<file path="src/rtl/cfgdec_pkg.sv">
package cfgdec_pkg;
  localparam int BUS_W  = 8;
  localparam int DEV_W  = 5;
  localparam int FUNC_W = 3;
  localparam int IDX_W  = 8;
  localparam int KEY_W  = 4;

  localparam logic [15:0] P_ADDR = 16'h0CF8;
  localparam logic [15:0] P_BUS  = 16'h0CFA;
  localparam logic [15:0] P_MODE = 16'h0CFB;
  localparam logic [13:0] P_DATA_Q = 14'h033F;  // 0x0CFC >> 2
  localparam logic [3:0]  WIN_NIB  = 4'hC;

  typedef struct packed {
    logic              en;
    logic [BUS_W-1:0]  bus;
    logic [DEV_W-1:0]  dev;
    logic [FUNC_W-1:0] func;
    logic [IDX_W-1:0]  idx;
  } sel_t;

  function automatic sel_t unpack_sel(input logic [31:0] w);
    sel_t s;
    s.en   = w[31];
    s.bus  = w[23:16];
    s.dev  = w[15:11];
    s.func = w[10:8];
    s.idx  = w[7:0];
    return s;
  endfunction

  function automatic logic [31:0] pack_sel(input sel_t s);
    return {s.en, 7'b0, s.bus, s.dev, s.func, s.idx};
  endfunction

  function automatic logic [7:0] key_readback(input logic [KEY_W-1:0] k,
                                              input logic [FUNC_W-1:0] f);
    return {k, f, 1'b0};
  endfunction

  function automatic logic [IDX_W-1:0] lane_reg(input logic [IDX_W-1:0] idx,
                                                input logic [1:0] lane);
    return idx | {{(IDX_W-2){1'b0}}, lane};
  endfunction
endpackage

</file>
<file path="src/rtl/cfgdec_state.sv">
module cfgdec_state
  import cfgdec_pkg::*;
#(
  parameter bit SWITCHABLE  = 1'b1,
  parameter bit START_MECH1 = 1'b0
) (
  input  logic              clk,
  input  logic              rst_n,
  input  logic              sel_we,
  input  sel_t              sel_wv,
  input  logic              key_we,
  input  logic [7:0]        byte_wv,
  input  logic              bus_we,
  input  logic              mode_we,
  output sel_t              sel_q,
  output logic [KEY_W-1:0]  key_q,
  output logic              mode_q
);
  localparam bit RESET_MODE = SWITCHABLE ? 1'b0 : START_MECH1;

  always_ff @(posedge clk) begin
    if (!rst_n) begin
      sel_q  <= '0;
      key_q  <= '0;
      mode_q <= RESET_MODE;
    end else if (mode_we) begin
      sel_q.bus  <= '0;
      sel_q.dev  <= '0;
      sel_q.func <= '0;
      sel_q.idx  <= '0;
      key_q      <= '0;
      mode_q     <= byte_wv[0];
    end else begin
      if (sel_we) sel_q <= sel_wv;
      if (key_we) begin
        sel_q.func <= byte_wv[3:1];
        key_q      <= byte_wv[7:4];
      end
      if (bus_we) sel_q.bus <= byte_wv;
    end
  end
endmodule

</file>
<file path="src/rtl/cfgdec_decode.sv">
module cfgdec_decode
  import cfgdec_pkg::*;
#(
  parameter bit SWITCHABLE = 1'b1
) (
  input  logic [15:0]       io_addr,
  input  logic              io_dword,
  input  logic              io_rd,
  input  logic              io_wr,
  input  logic              mode_q,
  input  sel_t              sel_q,
  input  logic [KEY_W-1:0]  key_q,
  input  logic              tgt_present,
  input  logic [7:0]        tgt_rdata,
  output logic              sel_we,
  output logic              key_we,
  output logic              bus_we,
  output logic              mode_we,
  output logic              cfg_hit,
  output logic              req_valid,
  output logic [BUS_W-1:0]  req_bus,
  output logic [DEV_W-1:0]  req_dev,
  output logic [FUNC_W-1:0] req_func,
  output logic [IDX_W-1:0]  req_regnum,
  output logic [31:0]       io_rdata
);
  logic hit_sel, hit_key, hit_bus, hit_mode, hit_data, hit_win;

  always_comb begin
    hit_sel  = mode_q  &  io_dword & (io_addr == P_ADDR);
    hit_key  = !mode_q & !io_dword & (io_addr == P_ADDR);
    hit_bus  = !mode_q & !io_dword & (io_addr == P_BUS);
    hit_mode = SWITCHABLE & !io_dword & (io_addr == P_MODE);
    hit_data = mode_q  & !io_dword & (io_addr[15:2] == P_DATA_Q) & sel_q.en;
    hit_win  = !mode_q & !io_dword & (io_addr[15:12] == WIN_NIB) & (key_q != '0);
    cfg_hit  = hit_data | hit_win;

    sel_we  = io_wr & hit_sel;
    key_we  = io_wr & hit_key;
    bus_we  = io_wr & hit_bus;
    mode_we = io_wr & hit_mode;

    req_bus  = sel_q.bus;
    req_func = sel_q.func;
    if (mode_q) begin
      req_dev    = sel_q.dev;
      req_regnum = lane_reg(sel_q.idx, io_addr[1:0]);
    end else begin
      req_dev    = {1'b0, io_addr[11:8]};
      req_regnum = io_addr[7:0];
    end
    req_valid = cfg_hit & tgt_present & (io_rd | io_wr);

    if (hit_sel)                      io_rdata = pack_sel(sel_q);
    else if (hit_mode)                io_rdata = {31'b0, mode_q};
    else if (hit_key)                 io_rdata = {24'b0, key_readback(key_q, sel_q.func)};
    else if (hit_bus)                 io_rdata = {24'b0, sel_q.bus};
    else if (cfg_hit && tgt_present)  io_rdata = {24'b0, tgt_rdata};
    else if (io_dword)                io_rdata = 32'hFFFF_FFFF;
    else                              io_rdata = 32'h0000_00FF;
  end
endmodule

</file>
<file path="src/rtl/pcicfg_decoder.sv">
module pcicfg_decoder
  import cfgdec_pkg::*;
#(
  parameter bit SWITCHABLE  = 1'b1,
  parameter bit START_MECH1 = 1'b0
) (
  input  logic              clk,
  input  logic              rst_n,
  input  logic [15:0]       io_addr,
  input  logic              io_dword,
  input  logic [31:0]       io_wdata,
  input  logic              io_rd,
  input  logic              io_wr,
  output logic [31:0]       io_rdata,
  output logic              req_valid,
  output logic              req_write,
  output logic [7:0]        req_bus,
  output logic [4:0]        req_dev,
  output logic [2:0]        req_func,
  output logic [7:0]        req_regnum,
  output logic [7:0]        req_wdata,
  input  logic              tgt_present,
  input  logic [7:0]        tgt_rdata
);
  sel_t             sel_q;
  logic [KEY_W-1:0] key_q;
  logic             mode_q;
  logic             sel_we, key_we, bus_we, mode_we, cfg_hit;

  cfgdec_state #(.SWITCHABLE(SWITCHABLE), .START_MECH1(START_MECH1)) u_state (
    .clk(clk), .rst_n(rst_n),
    .sel_we(sel_we), .sel_wv(unpack_sel(io_wdata)),
    .key_we(key_we), .byte_wv(io_wdata[7:0]),
    .bus_we(bus_we), .mode_we(mode_we),
    .sel_q(sel_q), .key_q(key_q), .mode_q(mode_q)
  );

  cfgdec_decode #(.SWITCHABLE(SWITCHABLE)) u_decode (
    .io_addr(io_addr), .io_dword(io_dword), .io_rd(io_rd), .io_wr(io_wr),
    .mode_q(mode_q), .sel_q(sel_q), .key_q(key_q),
    .tgt_present(tgt_present), .tgt_rdata(tgt_rdata),
    .sel_we(sel_we), .key_we(key_we), .bus_we(bus_we), .mode_we(mode_we),
    .cfg_hit(cfg_hit), .req_valid(req_valid),
    .req_bus(req_bus), .req_dev(req_dev), .req_func(req_func),
    .req_regnum(req_regnum), .io_rdata(io_rdata)
  );

  assign req_write = io_wr;
  assign req_wdata = io_wdata[7:0];
endmodule

</file>
<file path="config.mk">
export PLATFORM = sky130hd
export DESIGN_NAME = pcicfg_decoder
export DESIGN_NICKNAME = d
export VERILOG_FILES = /design/src/rtl/cfgdec_pkg.sv /design/src/rtl/cfgdec_state.sv /design/src/rtl/cfgdec_decode.sv /design/src/rtl/pcicfg_decoder.sv
export SDC_FILE = /design/constraint.sdc
export NUM_CORES = 1
export LEC_CHECK = 0
export BUFFER_PORTS_ARGS = -buffer_cell sky130_fd_sc_hd__buf_2
export CORE_MARGIN = 3
export CORE_UTILIZATION = 49
export CTS_CLUSTER_SIZE = 10
export DETAILED_ROUTE_END_ITERATION = 8
export MAX_ROUTING_LAYER = met4
export PLACE_DENSITY_LB_ADDON = 0.08
export SETUP_SLACK_MARGIN = 0.02
export SLEW_MARGIN = 0
export SYNTH_ARGS = -nofsm -noshare
export SYNTH_HDL_FRONTEND = slang
export SYNTH_HIERARCHICAL = 1
export SYNTH_SLANG_ARGS = --single-unit
</file>
<file path="constraint.sdc">
create_clock -name clk -period 3.95 [get_ports clk]
set_input_delay 0.395 -clock clk [delete_from_list [all_inputs] [get_ports clk]]
set_output_delay 0.395 -clock clk [all_outputs]
set_load 0.05 [all_outputs]
</file>
==> flow_metrics.tcl <==
set metrics [dict create \
    tns_ns 0 \
    route.detailed.drc 0 \
    pre_cts_slack_ns 1.033 \
    fmax_mhz 322.4 \
    layout_min_cycle_time_ns 3.102 \
    io_pins 128 \
    hold_viol_final 0 \
    clock-sinks 30 \
    syn_area_per_cell_um2 9.197 \
    drt_wl_total_um 6293 \
    grt_max_degree 29 \
    clkLatencyLatePin_ns 0.28 \
    cts_tree "done" \
    final-setup-viol-count 0 \
    outcome "finished, final reports clean" \
    fin_util 0.6267 \
    slew_viol_final 0 \
    syn-cell-area_um2 2308 \
    power.net_switching_mw 0.2642 \
    num_rows 24 \
    fin_area_um2 2785 \
    coreArea_um2 4444 \
    hold_buffers 0 \
    p_comb_frac 0.239 \
    die-area_um2 5570 \
    antenna_cells 0 \
    cts-buffers-inserted 5 \
    start_util 0.5194 \
    path_max_fanout 18 \
    numPortBuffers 120 \
    ys_warn_count 6 \
    num-nets-final 400 \
    detailed_place_hpwl_um 4857 \
    min_path_type "in2reg" \
    dr.pass1.iters 4 \
    track_usage 0.2367 \
    wl_per_cell_um 16.09 \
    clkPwrFrac 0.388 \
    ant_nets 0 \
    cts.clk_slew.worst_paths_ns 0.07 \
    cp-end-kind "primary output" \
    slew_headroom 0.4044 \
    p_leak_nw 1.257 \
    path_class "reg2out" \
    worst_pin_slew_ns 0.8934 \
    timing.final.ws_setup_ns 0.8482 \
    crit_required_ns 3.56 \
    via_per_inst 5.465 \
    holdWs_ns 0.3513 \
    synthCells 251 \
    drive_gt1_frac 0.4779 \
    cts_resized 0 \
    die_x_um 74.64 \
    crit_arrival_ns 2.71 \
    grt_pass1_vias 1932 \
    area_delta_synth_final_pct 20.65 \
    power.share.sequential 0.373 \
    grt_remaining_overflow 0 \
    peakVddDrop_v 0.0002129 \
    p_sw_frac 0.3261 \
    via_count 2137 \
    internal-power_mw 0.5460 \
    clockBufferDepth 2 \
    antenna_found_initial 0 \
    cts_setup_buffers 0 \
    cap_violations 0 \
    finalClockSkew_ns 0.003172 \
    powerDensity_nw_per_um2 290.9 \
    syn_nets 313 \
    chipHeight_um 74.64 \
    clockRootBuffer "clkbuf_8" \
    gp_congestion 0.7968 \
    h-tree-depth 2 \
    post-route-period-util 0.7853 \
    drt_iter0_drc 145 \
    worstSetupStartpointType "flip-flop" \
    grt_pass1_wl_um 9825 \
    rsz0062_at_grt "no" \
    dpl-instance-area_um2 2671 \
]
[registers in the layout (all words and copies together) (netlist names)]
name / cells
u_state/mode_q: 1
u_state/key_q: 4
u_state/sel_q: 25
[placed cells by master (no fill, tap or decap), drive strengths merged]
cell type and n:
o21ai 8, or2 2, o32ai 2, a21oi 8, o21a 1, inv 9, mux2 21, nor2b 4
a21o 18, a222oi 7, o41a 1, clkinvlp 2, o22a 7, nand3 1, nand4b 1, and3 2
mux2i 30, dfxtp 30, and3b 2, bufinv 1, nor2 29, nand2 5, nand3b 2, a22oi 1
and4 1, nand4 3, buf 124, nor3 2, nand2b 1, clkbuf 5, and2 2, and4b 1
nor4 2, nor3b 2, or4 1, nor4b 1
[metal layers]
metal | track usage | part of all wire | vias up
li1 | - | - | 1058
met1 | 0.3374 | 0.47 | 968
met2 | 0.3522 | 0.45 | 104
met3 | 0.03872 | 0.078 | 7
met4 | 0.05336 | 0.0081 | 0
met5 | - | 0 | -
[worst max-delay path, stage by stage, from the launching register on]
cell	delay [ns]
dfxtp_1	0.52
or2_1	0.49
or4_4	0.48
o32ai_4	0.48
a222oi_1	0.18
buf_2	0.25
[per-stage QoR]
| step | std cells | total power [mW] |
|---|---|---|
| final | 391 | 0.8102 |
| after global routing | 391 | 0.8443 |
| after CTS | 391 | 0.8159 |
| after detailed placement | 383 | 0.5029 |
| after global placement | 383 | 0.5023 |
| after floorplan | 251 | 0.4517 |
[final timing paths]
kind / slack (ns) / from / depth (start not counted) / to
worst max register to register: 1.05 / u_state/mode_q / 7 / u_state/sel_q[8]
worst max-delay path: 0.85 / u_state/mode_q / 5 / io_rdata[7]
worst min register to register: 0.53 / u_state/sel_q[2] / 2 / u_state/sel_q[2]
worst min-delay path: 0.35 / rst_n / 2 / u_state/sel_q[24]
[power groups by stage]
stage / Clock (mW) / Combinational, mW / Sequential (mW)
6_report: 0.315 / 0.193 / 0.302
2_1_floorplan: 0 / 0.142 / 0.309
3_3_place_gp: 0 / 0.193 / 0.309
3_5_place_dp: 0 / 0.194 / 0.309
5_1_grt: 0.337 / 0.205 / 0.302
4_1_cts: 0.319 / 0.194 / 0.302
[layout make-up]
class | instances | area [um^2]
Tap cell | 52 | 65.06
Fill cell | 421 | 1659
Timing Repair Buffer | 124 | 630.6
Inverter | 9 | 33.78
Multi-Input combinational cell | 168 | 1341
Clock inverter | 3 | 45.04
Clock buffer | 5 | 68.82
Sequential cell | 30 | 600.6
Power figures use the tool's default switching activity.
